### config.mk
export PLATFORM = sky130hd
export DESIGN_NAME = spi_busy_flow
export DESIGN_NICKNAME = d
export VERILOG_FILES = /design/src/rtl/spi_busy_pkg.sv /design/src/rtl/spi_busy_sync.sv /design/src/rtl/spi_busy_ctrl.sv /design/src/rtl/spi_busy_shift.sv /design/src/rtl/spi_busy_flow.sv
export SDC_FILE = /design/constraint.sdc
export NUM_CORES = 1
export LEC_CHECK = 0
export ABC_AREA = 1
export BUFFER_PORTS_ARGS = -buffer_cell sky130_fd_sc_hd__buf_2
export CORE_MARGIN = 1.5
export CORE_UTILIZATION = 64
export CTS_BUF_LIST = sky130_fd_sc_hd__clkbuf_8
export CTS_CLUSTER_SIZE = 12
export DETAILED_ROUTE_END_ITERATION = 8
export HOLD_SLACK_MARGIN = 0.15
export PLACE_DENSITY = 0.88
export SLEW_MARGIN = 15
export SYNTH_ARGS = -nofsm -noshare
export SYNTH_HDL_FRONTEND = slang
export SYNTH_SLANG_ARGS = --single-unit
### constraint.sdc
create_clock -name clk -period 2.9 [get_ports clk]
set_input_delay 0.87 -clock clk [delete_from_list [all_inputs] [get_ports clk]]
set_output_delay 0.87 -clock clk [all_outputs]
set_load 0.005 [all_outputs]
### src/rtl/spi_busy_pkg.sv
package spi_busy_pkg;
  // Per-word phase of the flow signaler
  typedef enum logic [1:0] {
    PH_BUSY = 2'd0,
    PH_MARK = 2'd1,
    PH_DATA = 2'd2
  } phase_t;
endpackage

### src/rtl/spi_busy_sync.sv
module spi_busy_sync #(
  parameter int STAGES = 2,
  parameter int LINES  = 3
) (
  input  logic             clk,
  input  logic             rst,
  input  logic [LINES-1:0] din,
  output logic [LINES-1:0] dout
);
  generate
    for (genvar g = 0; g < LINES; g++) begin : g_line
      logic [STAGES-1:0] chain;
      always_ff @(posedge clk) begin
        if (rst) chain <= '0;
        else     chain <= {chain[STAGES-2:0], din[g]};
      end
      assign dout[g] = chain[STAGES-1];
    end
  endgenerate
endmodule

### src/rtl/spi_busy_ctrl.sv
module spi_busy_ctrl
  import spi_busy_pkg::*;
#(
  parameter int NARROW_BITS = 16,
  parameter int WIDE_BITS   = 32,
  localparam int CW = $clog2(WIDE_BITS)
) (
  input  logic   clk,
  input  logic   rst,
  input  logic   cs_act,
  input  logic   sclk_s,
  input  logic   cfg_wide,
  input  logic   cfg_rd,
  input  logic   ready_in,
  output logic   wide_q,
  output logic   rd_q,
  output phase_t phase,
  output phase_t phase_nxt,
  output logic   sclk_rise,
  output logic   shift,
  output logic   word_end,
  output logic   load
);
  logic          sclk_prev;
  logic          cs_prev;
  logic          cs_start;
  logic          sclk_fall;
  logic          bnd1;
  logic [CW-1:0] bitcnt;
  logic [CW-1:0] last_idx;
  logic          at_last;

  assign sclk_rise = cs_act & sclk_s & ~sclk_prev;
  assign sclk_fall = cs_act & ~sclk_s & sclk_prev;
  assign cs_start  = cs_act & ~cs_prev;
  assign last_idx  = wide_q ? CW'(WIDE_BITS - 1) : CW'(NARROW_BITS - 1);
  assign at_last   = (bitcnt == last_idx);
  // A falling edge right after a word boundary keeps the freshly loaded bit
  assign shift     = sclk_fall & (bitcnt != '0);

  always_comb begin
    unique case (phase)
      PH_BUSY: phase_nxt = ready_in ? PH_MARK : PH_BUSY;
      PH_MARK: phase_nxt = PH_DATA;
      default: phase_nxt = PH_DATA;
    endcase
  end

  always_ff @(posedge clk) begin
    if (rst) begin
      sclk_prev <= 1'b0;
      cs_prev   <= 1'b0;
    end else begin
      sclk_prev <= sclk_s;
      cs_prev   <= cs_act;
    end
  end

  always_ff @(posedge clk) begin
    if (rst) begin
      bitcnt   <= '0;
      phase    <= PH_BUSY;
      word_end <= 1'b0;
      bnd1     <= 1'b0;
      load     <= 1'b0;
      wide_q   <= 1'b0;
      rd_q     <= 1'b0;
    end else if (!cs_act) begin
      bitcnt   <= '0;
      phase    <= PH_BUSY;
      word_end <= 1'b0;
      bnd1     <= 1'b0;
      load     <= 1'b0;
      wide_q   <= cfg_wide;
      rd_q     <= cfg_rd;
    end else begin
      word_end <= sclk_rise & at_last;
      if (sclk_rise) bitcnt <= at_last ? '0 : bitcnt + CW'(1);
      // Two idle cycles between word end and load leave room for the read handshake
      bnd1 <= word_end | cs_start;
      load <= bnd1;
      if (load) phase <= phase_nxt;
    end
  end
endmodule

### src/rtl/spi_busy_shift.sv
module spi_busy_shift
  import spi_busy_pkg::*;
#(
  parameter int NARROW_BITS = 16,
  parameter int WIDE_BITS   = 32
) (
  input  logic                 clk,
  input  logic                 rst,
  input  logic                 cs_act,
  input  logic                 wide_q,
  input  logic                 rd_q,
  input  phase_t               phase,
  input  phase_t               phase_nxt,
  input  logic                 sclk_rise,
  input  logic                 shift,
  input  logic                 word_end,
  input  logic                 load,
  input  logic                 pico_s,
  output logic                 poci,
  output logic                 wr_valid,
  input  logic                 wr_ready,
  output logic [WIDE_BITS-1:0] wr_data,
  input  logic                 rd_valid,
  output logic                 rd_ready,
  input  logic [WIDE_BITS-1:0] rd_data
);
  localparam logic [WIDE_BITS-1:0] NARROW_MASK =
    {{(WIDE_BITS - NARROW_BITS){1'b0}}, {NARROW_BITS{1'b1}}};

  logic [WIDE_BITS-1:0] tx;
  logic [WIDE_BITS-1:0] rx;
  logic                 owned;

  assign poci = cs_act & (wide_q ? tx[WIDE_BITS-1] : tx[NARROW_BITS-1]);

  always_ff @(posedge clk) begin
    if (rst) begin
      tx       <= '0;
      rx       <= '0;
      owned    <= 1'b0;
      wr_valid <= 1'b0;
      wr_data  <= '0;
      rd_ready <= 1'b0;
    end else begin
      rd_ready <= 1'b0;
      if (wr_valid && wr_ready) wr_valid <= 1'b0;
      if (!cs_act) begin
        tx    <= '0;
        owned <= 1'b0;
      end else begin
        if (sclk_rise) rx <= {rx[WIDE_BITS-2:0], pico_s};
        if (word_end && phase == PH_DATA) begin
          if (rd_q) begin
            rd_ready <= owned;
          end else begin
            wr_data  <= wide_q ? rx : (rx & NARROW_MASK);
            wr_valid <= 1'b1;
          end
        end
        if (load) begin
          unique case (phase_nxt)
            PH_BUSY: begin
              tx    <= '0;
              owned <= 1'b0;
            end
            PH_MARK: begin
              tx    <= '1;
              owned <= 1'b0;
            end
            default: begin
              if (rd_q) begin
                tx    <= rd_valid ? rd_data : '0;
                owned <= rd_valid;
              end else begin
                tx    <= '1;
                owned <= 1'b0;
              end
            end
          endcase
        end else if (shift) begin
          tx <= {tx[WIDE_BITS-2:0], 1'b0};
        end
      end
    end
  end
endmodule

### src/rtl/spi_busy_flow.sv
module spi_busy_flow
  import spi_busy_pkg::*;
#(
  parameter int NARROW_BITS = 16,
  parameter int WIDE_BITS   = 32,
  parameter int SYNC_STAGES = 2
) (
  input  logic                 clk,
  input  logic                 rst,
  input  logic                 sclk,
  input  logic                 cs_n,
  input  logic                 pico,
  output logic                 poci,
  input  logic                 cfg_wide,
  input  logic                 cfg_rd,
  output logic                 wr_valid,
  input  logic                 wr_ready,
  output logic [WIDE_BITS-1:0] wr_data,
  input  logic                 rd_valid,
  output logic                 rd_ready,
  input  logic [WIDE_BITS-1:0] rd_data
);
  logic [2:0] pins_s;
  logic       sclk_s;
  logic       cs_act;
  logic       pico_s;
  logic       wide_q;
  logic       rd_q;
  phase_t     phase;
  phase_t     phase_nxt;
  logic       sclk_rise;
  logic       shift;
  logic       word_end;
  logic       load;
  logic       ready_in;

  spi_busy_sync #(.STAGES(SYNC_STAGES), .LINES(3)) u_sync (
    .clk  (clk),
    .rst  (rst),
    .din  ({pico, ~cs_n, sclk}),
    .dout (pins_s)
  );

  assign sclk_s   = pins_s[0];
  assign cs_act   = pins_s[1];
  assign pico_s   = pins_s[2];
  assign ready_in = rd_q ? rd_valid : wr_ready;

  spi_busy_ctrl #(.NARROW_BITS(NARROW_BITS), .WIDE_BITS(WIDE_BITS)) u_ctrl (
    .clk       (clk),
    .rst       (rst),
    .cs_act    (cs_act),
    .sclk_s    (sclk_s),
    .cfg_wide  (cfg_wide),
    .cfg_rd    (cfg_rd),
    .ready_in  (ready_in),
    .wide_q    (wide_q),
    .rd_q      (rd_q),
    .phase     (phase),
    .phase_nxt (phase_nxt),
    .sclk_rise (sclk_rise),
    .shift     (shift),
    .word_end  (word_end),
    .load      (load)
  );

  spi_busy_shift #(.NARROW_BITS(NARROW_BITS), .WIDE_BITS(WIDE_BITS)) u_shift (
    .clk       (clk),
    .rst       (rst),
    .cs_act    (cs_act),
    .wide_q    (wide_q),
    .rd_q      (rd_q),
    .phase     (phase),
    .phase_nxt (phase_nxt),
    .sclk_rise (sclk_rise),
    .shift     (shift),
    .word_end  (word_end),
    .load      (load),
    .pico_s    (pico_s),
    .poci      (poci),
    .wr_valid  (wr_valid),
    .wr_ready  (wr_ready),
    .wr_data   (wr_data),
    .rd_valid  (rd_valid),
    .rd_ready  (rd_ready),
    .rd_data   (rd_data)
  );
endmodule

# Yosys cells after proc, flatten, opt, wreduce, memory -nomap -nowiden
# Index checks and enable logic that the tools add are counted.
# op_classes
n_eq_ne,3
reduce_logical,11
add_sub_neg,1
muxes,18
n_bitwise,16
# ops
op,n
$mux W32,5
$pmux W32 S2,1
$mux W5,2
$mux W1,9
$and A1 B1 Y1,8
$not A1 Y1,7
$add A5 B1 Y5 const B,1
$eq A5 B5 Y1,1
$reduce_bool A5 Y1,1
$logic_not A2 Y1,2
$reduce_or A2 Y1,2
$reduce_or A4 Y1,1
$reduce_and A3 Y1,1
$eq A2 B1 Y1 const B,1
$eq A2 B2 Y1 const B,1
$logic_and A1 B1 Y1,2
$mux W2,1
$reduce_and A2 Y1,1
$reduce_bool A2 Y1,1
$or A1 B1 Y1,1
# totals
inputBits,41
elab_cells,67
reg_bits,119

# Longest topological paths before layout
# depth
ltp_word,6
depth_mapped,9

# Cells and area by module
# A second synthesis with hierarchy kept.
# unflattened
cells_unflattened,790
area_unflattened_um2,5353.9
# by_module_without_submodules
module,n_inst,cells_each,seq_area_each_um2,area_each_um2
spi_busy_shift,1,684,1981.9,4551.9
spi_busy_ctrl,1,80,280.3,595.6
spi_busy_sync,1,21,120.1,187.7
spi_busy_flow,1,5,0.0,18.8

# Least setup slack after synthesis
# Ideal clock, no wire load.
# synth_path
path_type,reg2out
startpoint,register u_ctrl.wide_q
endpoint,output port poci
arrival_ns,0.843
path_buffers,2
path_stages_with_launch,4
slack_ns,1.187
path_cell_list,dfxtp_1 > buf_2 > buf_1 > a21oi_1
# synth_between
elab_chain_cells,2
# synth_rtl
item,line_no,text
"start, declared",spi_busy_ctrl.sv:15,"output logic wide_q,"
"start signal, assigned",spi_busy_ctrl.sv:74,wide_q <= cfg_wide;
$mux W1,spi_busy_shift.sv:34,assign poci = cs_act & (wide_q ? tx[WIDE_BITS-1] : tx[NARROW_BITS-1]);
$and A1 B1 Y1,spi_busy_shift.sv:34,
"end, declared",spi_busy_flow.sv:13,"output logic poci,"
# Every way passes these cells.

# Final worst setup path
# layout_path
startpoint,register u_sync.g_line[1].chain[1]
endpoint,output port poci
# layout_between
elab_chain_cells,1
# layout_rtl
item,line_no,text
"start, declared",spi_busy_sync.sv:12,logic [STAGES-1:0] chain;
"start signal, assigned",spi_busy_sync.sv:15,"else chain <= {chain[STAGES-2:0], din[g]};"
$and A1 B1 Y1,spi_busy_shift.sv:34,
# Every way passes these cells.

==> metrics.md <==
| Metric | Value |
|---|---|
| Status | `finished, final reports clean` |
| Slew HR | `54.4%` |
| Multi-input logic area | `2350 sq um` |
| Post-layout net count | `872` |
| Gr usage total | `29.5%` |
| Crit path launch type | `flip-flop` |
| CTS tree | `done` |
| Routed wire length | `12.3 mm` |
| Critical Path RT | `2.03 ns` |
| Largest net degree at the start of global routing | `51` |
| DRC errors left | `0` |
| Fillers | `577` |
| Sequential area share after synthesis | `45.0%` |
| Achievable Freq | `418 MHz` |
| Clock Path Buffers | `2` |
| # port buffers | `75` |
| CTS H-tree lvls | `4` |
| Maximum VDD drop | `400 uV` |
| Initial antenna violation count | `0` |
| Area leader, netlist | `dfxtp_1` |
| Hold_buf cts | `0` |
| Hold Slack | `0.414 ns` |
| Die area | `8820 sq um` |
| Vias | `4,989` |
| Final Setup Violations | `0` |
| Measured slew at the worst slew-check pin | `0.682 ns` |
| Final hold violations | `0` |
| Root Driver | `clkbuf_8` |
| Worst EP arrival | `1.52 ns` |
| Mapped Nets | `822` |
| FF/Latch Area | `2380 sq um` |
| Initial Utilization | `67.4%` |
| TNS Setup | `0 ns` |
| Synth cell types | `26` |
| Iter 0 DRT Violations | `296` |
| Final period utilization | `82.4%` |
| Clock sinks | `119` |
| Diodes inserted | `0` |
| P_leak | `2.80 nW` |
| Vias in the first global route | `4,760` |
| Most frequent cells in the layout | `193 x nand2_1, 174 x nor2_1, 119 x dfxtp_1, 88 x nand3_1, 75 x buf_2` |
| Worst Setup End Kind | `output port` |
| Fraction of layout cells with a size suffix above 1 | `16.3%` |
| Post-cts sizing count | `0` |
| Post-CTS Setup Bufs | `0` |
| DR vias/cell | `5.28` |
| Mean post-synth cell area | `6.79 sq um` |
| Crit Path Max Fanout | `9` |
| Min-delay worst type | `reg -> reg` |
| WL/cell | `13.0 microns` |
| Detailed Routing Iterations Pass 1 | `6` |
| RSZ-0062 raised after global routing | `no` |
| Core Box Area | `7850 sq um` |
| Top-Level Pins | `76` |
| MaxCap Viol Count | `0` |
| YS warnings | `0` |
| Clk slew on worst S/H paths | `0.08 ns` |
| Tmin final | `2.39 ns` |
| Final Skew | `0.0129 ns` |
| Die Span Y | `93.9 microns` |
| Inserted Clock Buffers | `17` |
| Most common cell after layout, fill and taps aside | `nand2_1` |
| Cells after Synth | `779` |
| Worst setup path class | `reg -> out` |
| Total gr overflow | `0` |
| Pins Over Slew Limit | `0` |
| #FFs+latches synth | `119` |
| Skew-Pair Late Insertion Delay | `0.42 ns` |
| DP HPWL | `7.36 mm` |
| Mapped Area | `5290 sq um` |
| Post-DRT Antenna Nets | `0` |
| Row cnt | `32` |
| First-pass GRT wire length | `20.7 mm` |
| Pwr Density | `552 nW/um^2` |
| Die Wd | `93.9 microns` |
| GPL Wtd Cong | `0.778` |
| Top-area cell type share of the netlist area | `45.0%` |
| Area grow syn2layout | `12.3%` |
| Synth top area cells | `dfxtp_1 45%, nand2_1 14%, nor2_1 12%` |
report_power, final:
part | switching (W) | internal (W)
sequential | 0.0000130 | 0.00165
clock | 0.000686 | 0.000792
combinational | 0.0000863 | 0.0000507
total | 0.000785 | 0.00249
critical path, cell delays in order (launching register included):
cell and delay [ns]:
dfxtp_1 0.60, o21ai_0 0.16, a21oi_1 0.20, buf_2 0.15
metal layers:
layer / wire, microns / global-route usage [%] / share of wire (%)
met4: 315 / 14.1 / 2.6
met1: 5170 / 35.6 / 42
met2: 5980 / 49.5 / 49
met5: 0 / 0 / 0
met3: 792 / 7.04 / 6.5
metrics by stage:
stage / instances / power (W) / area [sq um] / util, % / setup WS [ns]
final: 944 / 0.00327 / 5940 / 75.7 / 0.509
after global routing: 944 / 0.00339 / 5940 / 75.7 / 0.449
after CTS: 944 / 0.00329 / 5940 / 75.7 / 0.514
after detailed placement: 912 / 0.00183 / 5540 / 70.6 / 0.805
after global placement: 912 / 0.00182 / 5540 / 70.6 / 0.868
after floorplan: 779 / 0.00178 / 5290 / - / 1.19
path summary, 6_finish.rpt:
check | from | endpoint | slack [ns] | depth (start not counted)
worst min-delay path | u_sync.g_line[2].chain[0]$_SDFF_PP0_ | u_sync.g_line[2].chain[1]$_SDFF_PP0_ | 0.41 | 2
worst max register to register | u_ctrl.rd_q$_SDFFE_PP0N_ | u_shift.tx[26]$_SDFFE_PP0P_ | 1.10 | 8
worst max-delay path | u_sync.g_line[1].chain[1]$_SDFF_PP0_ | poci | 0.51 | 3
worst min register to register | u_sync.g_line[2].chain[0]$_SDFF_PP0_ | u_sync.g_line[2].chain[1]$_SDFF_PP0_ | 0.41 | 2
area by class of cell:
type,count,area share [%]
Clock buffer,18,4.17
Clock inverter,14,2.51
Inverter,56,3.58
Multi-Input combinational cell,550,39.7
Sequential cell,119,40.1
Tap cell,102,2.15
Timing Repair Buffer,85,7.80
logic make-up after synthesis:
| kind of cell | after synthesis | synth area share [%] |
|---|---|---|
| adder cells (fa/ha/maj) | 2 | 0.473 |
| flip-flops | 119 | 45.0 |
| AO/OA/AOI/OAI | 81 | 7.78 |
| buffers and inverters | 110 | 10.4 |
| AND/OR/NAND/NOR | 467 | 36.3 |
sequential cells by signal, indices dropped and copies added, names as in the netlist:
register and cells:
u_shift.rx 32, u_shift.tx 32, u_shift.wr_data 32, u_sync.g_line.chain 6
u_ctrl.bitcnt 5, u_ctrl.phase 2, u_ctrl.bnd1 1, u_ctrl.cs_prev 1
u_ctrl.load 1, u_ctrl.rd_q 1, u_ctrl.sclk_prev 1, u_ctrl.wide_q 1
u_ctrl.word_end 1, u_shift.owned 1, u_shift.rd_ready 1, u_shift.wr_valid 1
cells in the mapped netlist (all sizes together):
library cell and n:
inv 56, ha 2, nand2 197, o21ai 53
buf 42, a211oi 1, nor3 3, nand3 89
a21oi 27, nor2 178, clkbuf 12, dfxtp 119
No activity file was read; power rests on OpenSTA's default activity.
